File: src/rtl/ssg_pkg.sv
package ssg_pkg;
    localparam int NCH      = 3;
    localparam int TP_W     = 12;
    localparam int NP_W     = 5;
    localparam int AMP_W    = 5;
    localparam int LFSR_W   = 17;
    localparam int PRE_DIV  = 8;

    // Fixed 4-bit level widened onto the 5-bit envelope scale, or the envelope itself.
    function automatic logic [AMP_W-1:0] pick_level(input logic [AMP_W-1:0] lvl,
                                                    input logic [AMP_W-1:0] env);
        return lvl[AMP_W-1] ? env : {lvl[AMP_W-2:0], 1'b1};
    endfunction
endpackage

File: src/rtl/ssg_tick_gen.sv
module ssg_tick_gen #(
    parameter int PRE_DIV = ssg_pkg::PRE_DIV
) (
    input  logic clk,
    input  logic rst_n,
    input  logic clk_en,
    input  logic sel_full,
    output logic mtick,
    output logic pre_tick
);
    localparam int PRE_W = $clog2(PRE_DIV);

    typedef struct packed {
        logic             half;
        logic [PRE_W-1:0] pre;
    } st_t;

    st_t st_d, st_q;

    always_comb begin
        st_d     = st_q;
        mtick    = clk_en & (sel_full | st_q.half);
        pre_tick = mtick & (st_q.pre == PRE_W'(PRE_DIV - 1));
        if (clk_en) st_d.half = ~st_q.half;
        if (mtick) st_d.pre = pre_tick ? '0 : st_q.pre + PRE_W'(1);
    end

    always_ff @(posedge clk) begin
        if (!rst_n) st_q <= '0;
        else        st_q <= st_d;
    end
endmodule

File: src/rtl/ssg_tone.sv
module ssg_tone #(
    parameter int TP_W = ssg_pkg::TP_W
) (
    input  logic            clk,
    input  logic            rst_n,
    input  logic            pre_tick,
    input  logic [TP_W-1:0] period,
    output logic            wave
);
    typedef struct packed {
        logic            wave;
        logic [TP_W-1:0] cnt;
    } st_t;

    st_t st_d, st_q;
    logic [TP_W:0] eff;
    logic [TP_W:0] nxt;

    always_comb begin
        st_d = st_q;
        eff  = (period == '0) ? (TP_W+1)'(1) : {1'b0, period};
        nxt  = {1'b0, st_q.cnt} + (TP_W+1)'(1);
        if (pre_tick) begin
            if (nxt >= eff) begin
                st_d.cnt  = '0;
                st_d.wave = ~st_q.wave;
            end else begin
                st_d.cnt = nxt[TP_W-1:0];
            end
        end
        wave = st_q.wave;
    end

    always_ff @(posedge clk) begin
        if (!rst_n) st_q <= '0;
        else        st_q <= st_d;
    end
endmodule

File: src/rtl/ssg_noise.sv
module ssg_noise #(
    parameter int NP_W   = ssg_pkg::NP_W,
    parameter int LFSR_W = ssg_pkg::LFSR_W,
    parameter int TAP_A  = 0,
    parameter int TAP_B  = 3
) (
    input  logic              clk,
    input  logic              rst_n,
    input  logic              pre_tick,
    input  logic [NP_W-1:0]   period,
    output logic              nbit,
    output logic [LFSR_W-1:0] lfsr
);
    typedef struct packed {
        logic [LFSR_W-1:0] sr;
        logic              half;
        logic [NP_W-1:0]   cnt;
    } st_t;

    st_t st_d, st_q;
    logic [NP_W:0] eff;
    logic [NP_W:0] nxt;

    always_comb begin
        st_d = st_q;
        eff  = (period == '0) ? (NP_W+1)'(1) : {1'b0, period};
        nxt  = {1'b0, st_q.cnt} + (NP_W+1)'(1);
        if (pre_tick) begin
            if (nxt >= eff) begin
                st_d.cnt  = '0;
                st_d.half = ~st_q.half;
                if (st_q.half)
                    st_d.sr = {st_q.sr[TAP_A] ^ st_q.sr[TAP_B], st_q.sr[LFSR_W-1:1]};
            end else begin
                st_d.cnt = nxt[NP_W-1:0];
            end
        end
        nbit = st_q.sr[0];
        lfsr = st_q.sr;
    end

    always_ff @(posedge clk) begin
        if (!rst_n) st_q <= '{sr: LFSR_W'(1), half: 1'b0, cnt: '0};
        else        st_q <= st_d;
    end
endmodule

File: src/rtl/ssg_mixer_core.sv
module ssg_mixer_core #(
    parameter int TP_W   = ssg_pkg::TP_W,
    parameter int NP_W   = ssg_pkg::NP_W,
    parameter int AMP_W  = ssg_pkg::AMP_W,
    parameter int LFSR_W = ssg_pkg::LFSR_W
) (
    input  logic             clk,
    input  logic             rst_n,
    input  logic             clk_en,
    input  logic             sel_full,
    input  logic [TP_W-1:0]  tone_per_a,
    input  logic [TP_W-1:0]  tone_per_b,
    input  logic [TP_W-1:0]  tone_per_c,
    input  logic [NP_W-1:0]  noise_per,
    input  logic [7:0]       mix,
    input  logic [AMP_W-1:0] lvl_a,
    input  logic [AMP_W-1:0] lvl_b,
    input  logic [AMP_W-1:0] lvl_c,
    input  logic [AMP_W-1:0] env_lvl,
    output logic [AMP_W-1:0] amp_a,
    output logic [AMP_W-1:0] amp_b,
    output logic [AMP_W-1:0] amp_c
);
    import ssg_pkg::*;

    logic                mtick, pre_tick;
    logic [NCH-1:0]      tone_bits;
    logic                noise_bit;
    logic [LFSR_W-1:0]   lfsr;
    logic [TP_W-1:0]     per [NCH];
    logic [AMP_W-1:0]    lvl [NCH];
    logic [AMP_W-1:0]    amp [NCH];
    logic                unused_dir;

    assign per[0] = tone_per_a;
    assign per[1] = tone_per_b;
    assign per[2] = tone_per_c;
    assign lvl[0] = lvl_a;
    assign lvl[1] = lvl_b;
    assign lvl[2] = lvl_c;
    assign unused_dir = ^mix[7:6];

    ssg_tick_gen #(.PRE_DIV(PRE_DIV)) u_tick (
        .clk(clk), .rst_n(rst_n), .clk_en(clk_en), .sel_full(sel_full),
        .mtick(mtick), .pre_tick(pre_tick)
    );

    ssg_noise #(.NP_W(NP_W), .LFSR_W(LFSR_W)) u_noise (
        .clk(clk), .rst_n(rst_n), .pre_tick(pre_tick), .period(noise_per),
        .nbit(noise_bit), .lfsr(lfsr)
    );

    for (genvar i = 0; i < NCH; i++) begin : g_ch
        logic tdis, ndis, wave;

        ssg_tone #(.TP_W(TP_W)) u_tone (
            .clk(clk), .rst_n(rst_n), .pre_tick(pre_tick), .period(per[i]),
            .wave(tone_bits[i])
        );

        always_comb begin
            tdis   = mix[i];
            ndis   = mix[i+NCH];
            wave   = (tdis & ndis) ? 1'b0
                                   : ((tone_bits[i] | tdis) & (noise_bit | ndis));
            amp[i] = wave ? pick_level(lvl[i], env_lvl) : '0;
        end
    end

    assign amp_a = amp[0];
    assign amp_b = amp[1];
    assign amp_c = amp[2];
endmodule

File: config.mk
export PLATFORM = sky130hd
export DESIGN_NAME = ssg_mixer_core
export DESIGN_NICKNAME = d
export VERILOG_FILES = /design/src/rtl/ssg_pkg.sv /design/src/rtl/ssg_tick_gen.sv /design/src/rtl/ssg_tone.sv /design/src/rtl/ssg_noise.sv /design/src/rtl/ssg_mixer_core.sv
export SDC_FILE = /design/constraint.sdc
export NUM_CORES = 1
export LEC_CHECK = 0
export BUFFER_PORTS_ARGS = -buffer_cell sky130_fd_sc_hd__buf_4
export CORE_MARGIN = 5
export CORE_UTILIZATION = 52
export CTS_BUF_LIST = sky130_fd_sc_hd__clkbuf_8 sky130_fd_sc_hd__clkbuf_16
export DETAILED_ROUTE_END_ITERATION = 6
export GPL_TIMING_DRIVEN = 0
export PLACE_DENSITY = 0.78
export SYNTH_ARGS = -nofsm -noshare
export SYNTH_HDL_FRONTEND = slang
export SYNTH_HIERARCHICAL = 1
export SYNTH_SLANG_ARGS = --single-unit
File: constraint.sdc
create_clock -name clk -period 2.4 [get_ports clk]
set_clock_uncertainty 0.15 [all_clocks]
set_input_delay 0.12 -clock clk [delete_from_list [all_inputs] [get_ports clk]]
set_output_delay 0.12 -clock clk [all_outputs]
set_load 0.01 [all_outputs]
==> run summary <==
Outcome: finished with violations
Failing checks: setup timing
Worst EP arrival: 2.79 ns
Initial antenna violation count: 0
Synth Net Count: 678
CTS buffer count: 9
DRC: 0
Final setup viols: 39
Root buf cell: clkbuf_8
Die area: 0.01123 mm^2
CP endpoint kind: flip-flop
H-tree depth: 3
First-pass iteration count of the detailed router: 4
Number of global-route vias before repair: 4487
HP Class: in2reg
1st-iter DRT viols: 147
Slew margin rel.: 67.42%
Fin util: 73.37%
Hold path startpoint: sel_full
Routed len/inst: 14.72 um
Min cycle time layout: 2.665 ns
Hold endpoint: u_tick/st_q[1]
Commonest non-fill, non-tap cell in the layout: buf_4
Final Cycle Share: 111.1%
Worst-case clock buffer depth: 2
Vias: 4490
Critical Path RT: 2.53 ns
Max-cap violations: 0
Reg2Reg Launch Point: g_ch[0].u_tone/st_q[0]
Crit Path Class: reg2reg
Via/cell ratio: 5.449
VDD IR-drop max: 0.2453 mV
Core ar.: 0.009109 mm^2
Port bufs: 82
DP Worst Slack: -0.3577 ns
First-pass GRT wire length: 20180 um
Fmax: 375.2 MHz
Die Wd: 106.0 um
Layout cell share with drive strength beyond 1: 38.29%
Lkg Pwr: 0.003258 uW
Starting Density: 52.60%
Reg clk slew, reported paths: 0.07 ns
Worst Tran Pin Value: 0.4887 ns
Grt ovf: 0
Boundary Pins: 88
Rows: 35
Worst-case reg-to-reg path depth: 13
Slew Viols, Final: 0
Nets: 828
Final WL: 12130 um
Hold Path Stages: 4
Post-DP HPWL: 8622 um
Clk sinks: 66
Ys Warns: 6
Setup crit start kind: flip-flop
Fin. Hold Viols: 0
Reg-to-reg setup timing slack: -0.27 ns
Final WS setup: -0.2655 ns
Capturing point of the worst reg2reg path: g_ch[0].u_tone/st_q[3]
Largest net degree at the start of global routing: 27
Cells after Synth: 558
Area grow syn2layout: 39.49%
Setup_tns: -8.677 ns
Power Total: 2316 uW
Cell Area, Synth: 0.004791 mm^2
Final ANT Viol Nets: 0
Ant diodes: 0
Total GRT Usage: 21.62%
CTS tree: done
Pwr dens: 346.6 mW/mm^2
Critical Path Fanout Max: 7
Die Ht: 106.0 um
Syn Area/Cell: 8.586 um^2
Most frequent cells in the layout: buf_4, nand2_1, inv_1
Gpl congestion: 0.7996
Unrepaired setup endpoints after global routing: yes
Clk_lat worst skew: 0.34 ns
[worst max-delay path, cell delays in order (launching register included)]
cell and delay (ns):
dfxtp_4 0.38, ha_4 0.15, nand4_4 0.11, nor2_4 0.11, nand2_2 0.07, xnor2_2 0.15, ha_1 0.30, a21o_1 0.16
a21o_1 0.18, a211oi_4 0.29, o21ai_4 0.13, nor2b_2 0.14, buf_6 0.14, a22o_1 0.14
[repair_timing]
| action | in CTS | in global routing |
|---|---|---|
| hold endpoints to repair | 9 | 0 |
| gates resized for setup | 44 | 37 |
| setup buffers | 46 | 10 |
| hold buffers | 2 | 0 |
| endpoints found under the setup margin | 49 | 60 |
| pin swaps | 37 | 26 |
| gates cloned | 0 | 1 |
[metrics by stage]
step           instances  area [um^2]  hold WS (ns)
2_1_floorplan        558         4997       0.08677
3_3_place_gp         751         5752        0.2963
3_5_place_dp         751         5752        0.3052
4_1_cts              813         6442       0.07271
5_1_grt              824         6683       0.08711
6_report             824         6683       0.07836
[worst max-delay path by stage]
stage / from / end / depth (start not counted)
after floorplan: g_ch[0].u_tone/st_q[1] / g_ch[0].u_tone/wave / 12
after global placement: g_ch[1].u_tone/st_q[1] / g_ch[1].u_tone/st_q[7] / 13
after detailed placement: g_ch[1].u_tone/st_q[1] / g_ch[1].u_tone/st_q[6] / 13
after CTS: g_ch[1].u_tone/st_q[0] / g_ch[1].u_tone/st_q[6] / 13
after global routing: g_ch[2].u_tone/st_q[5] / g_ch[2].u_tone/st_q[1] / 12
final: g_ch[0].u_tone/st_q[0] / g_ch[0].u_tone/st_q[3] / 13
[power breakdown]
group / switching (uW) / internal (uW) / total [uW]
Combinational: 177 / 206 / 383
Clock: 432 / 394 / 826
Sequential: 21.0 / 1090 / 1110
Total: 630 / 1690 / 2320
[cell type report]
| class | count | area (um^2) |
|---|---|---|
| clock inverters | 6 | 32.53 |
| flip-flops and latches | 66 | 1409 |
| multi-input cells | 424 | 3545 |
| well taps | 111 | 138.9 |
| repair buffers | 141 | 1092 |
| plain buffers | 23 | 166.4 |
| fillers | 648 | 2426 |
| clock buffers | 10 | 137.6 |
| inverters | 43 | 161.4 |
[registers in the layout, indices dropped and copies added, names as in the netlist]
signal            flops
u_noise/lfsr         17
g_ch.u_tone/wave      3
g_ch.u_tone/st_q     36
u_noise/st_q          6
u_tick/st_q           4
[layer usage]
metal / vias up / GRT usage [%] / wire length, um
li1: 2260 / - / -
met1: 2123 / 25.07 / 5152
met2: 83 / 39.71 / 6247
met3: 24 / 5.404 / 501
met4: 0 / 5.273 / 228
met5: - / 0 / 0
Note: power is estimated with default switching activity, not from simulation.
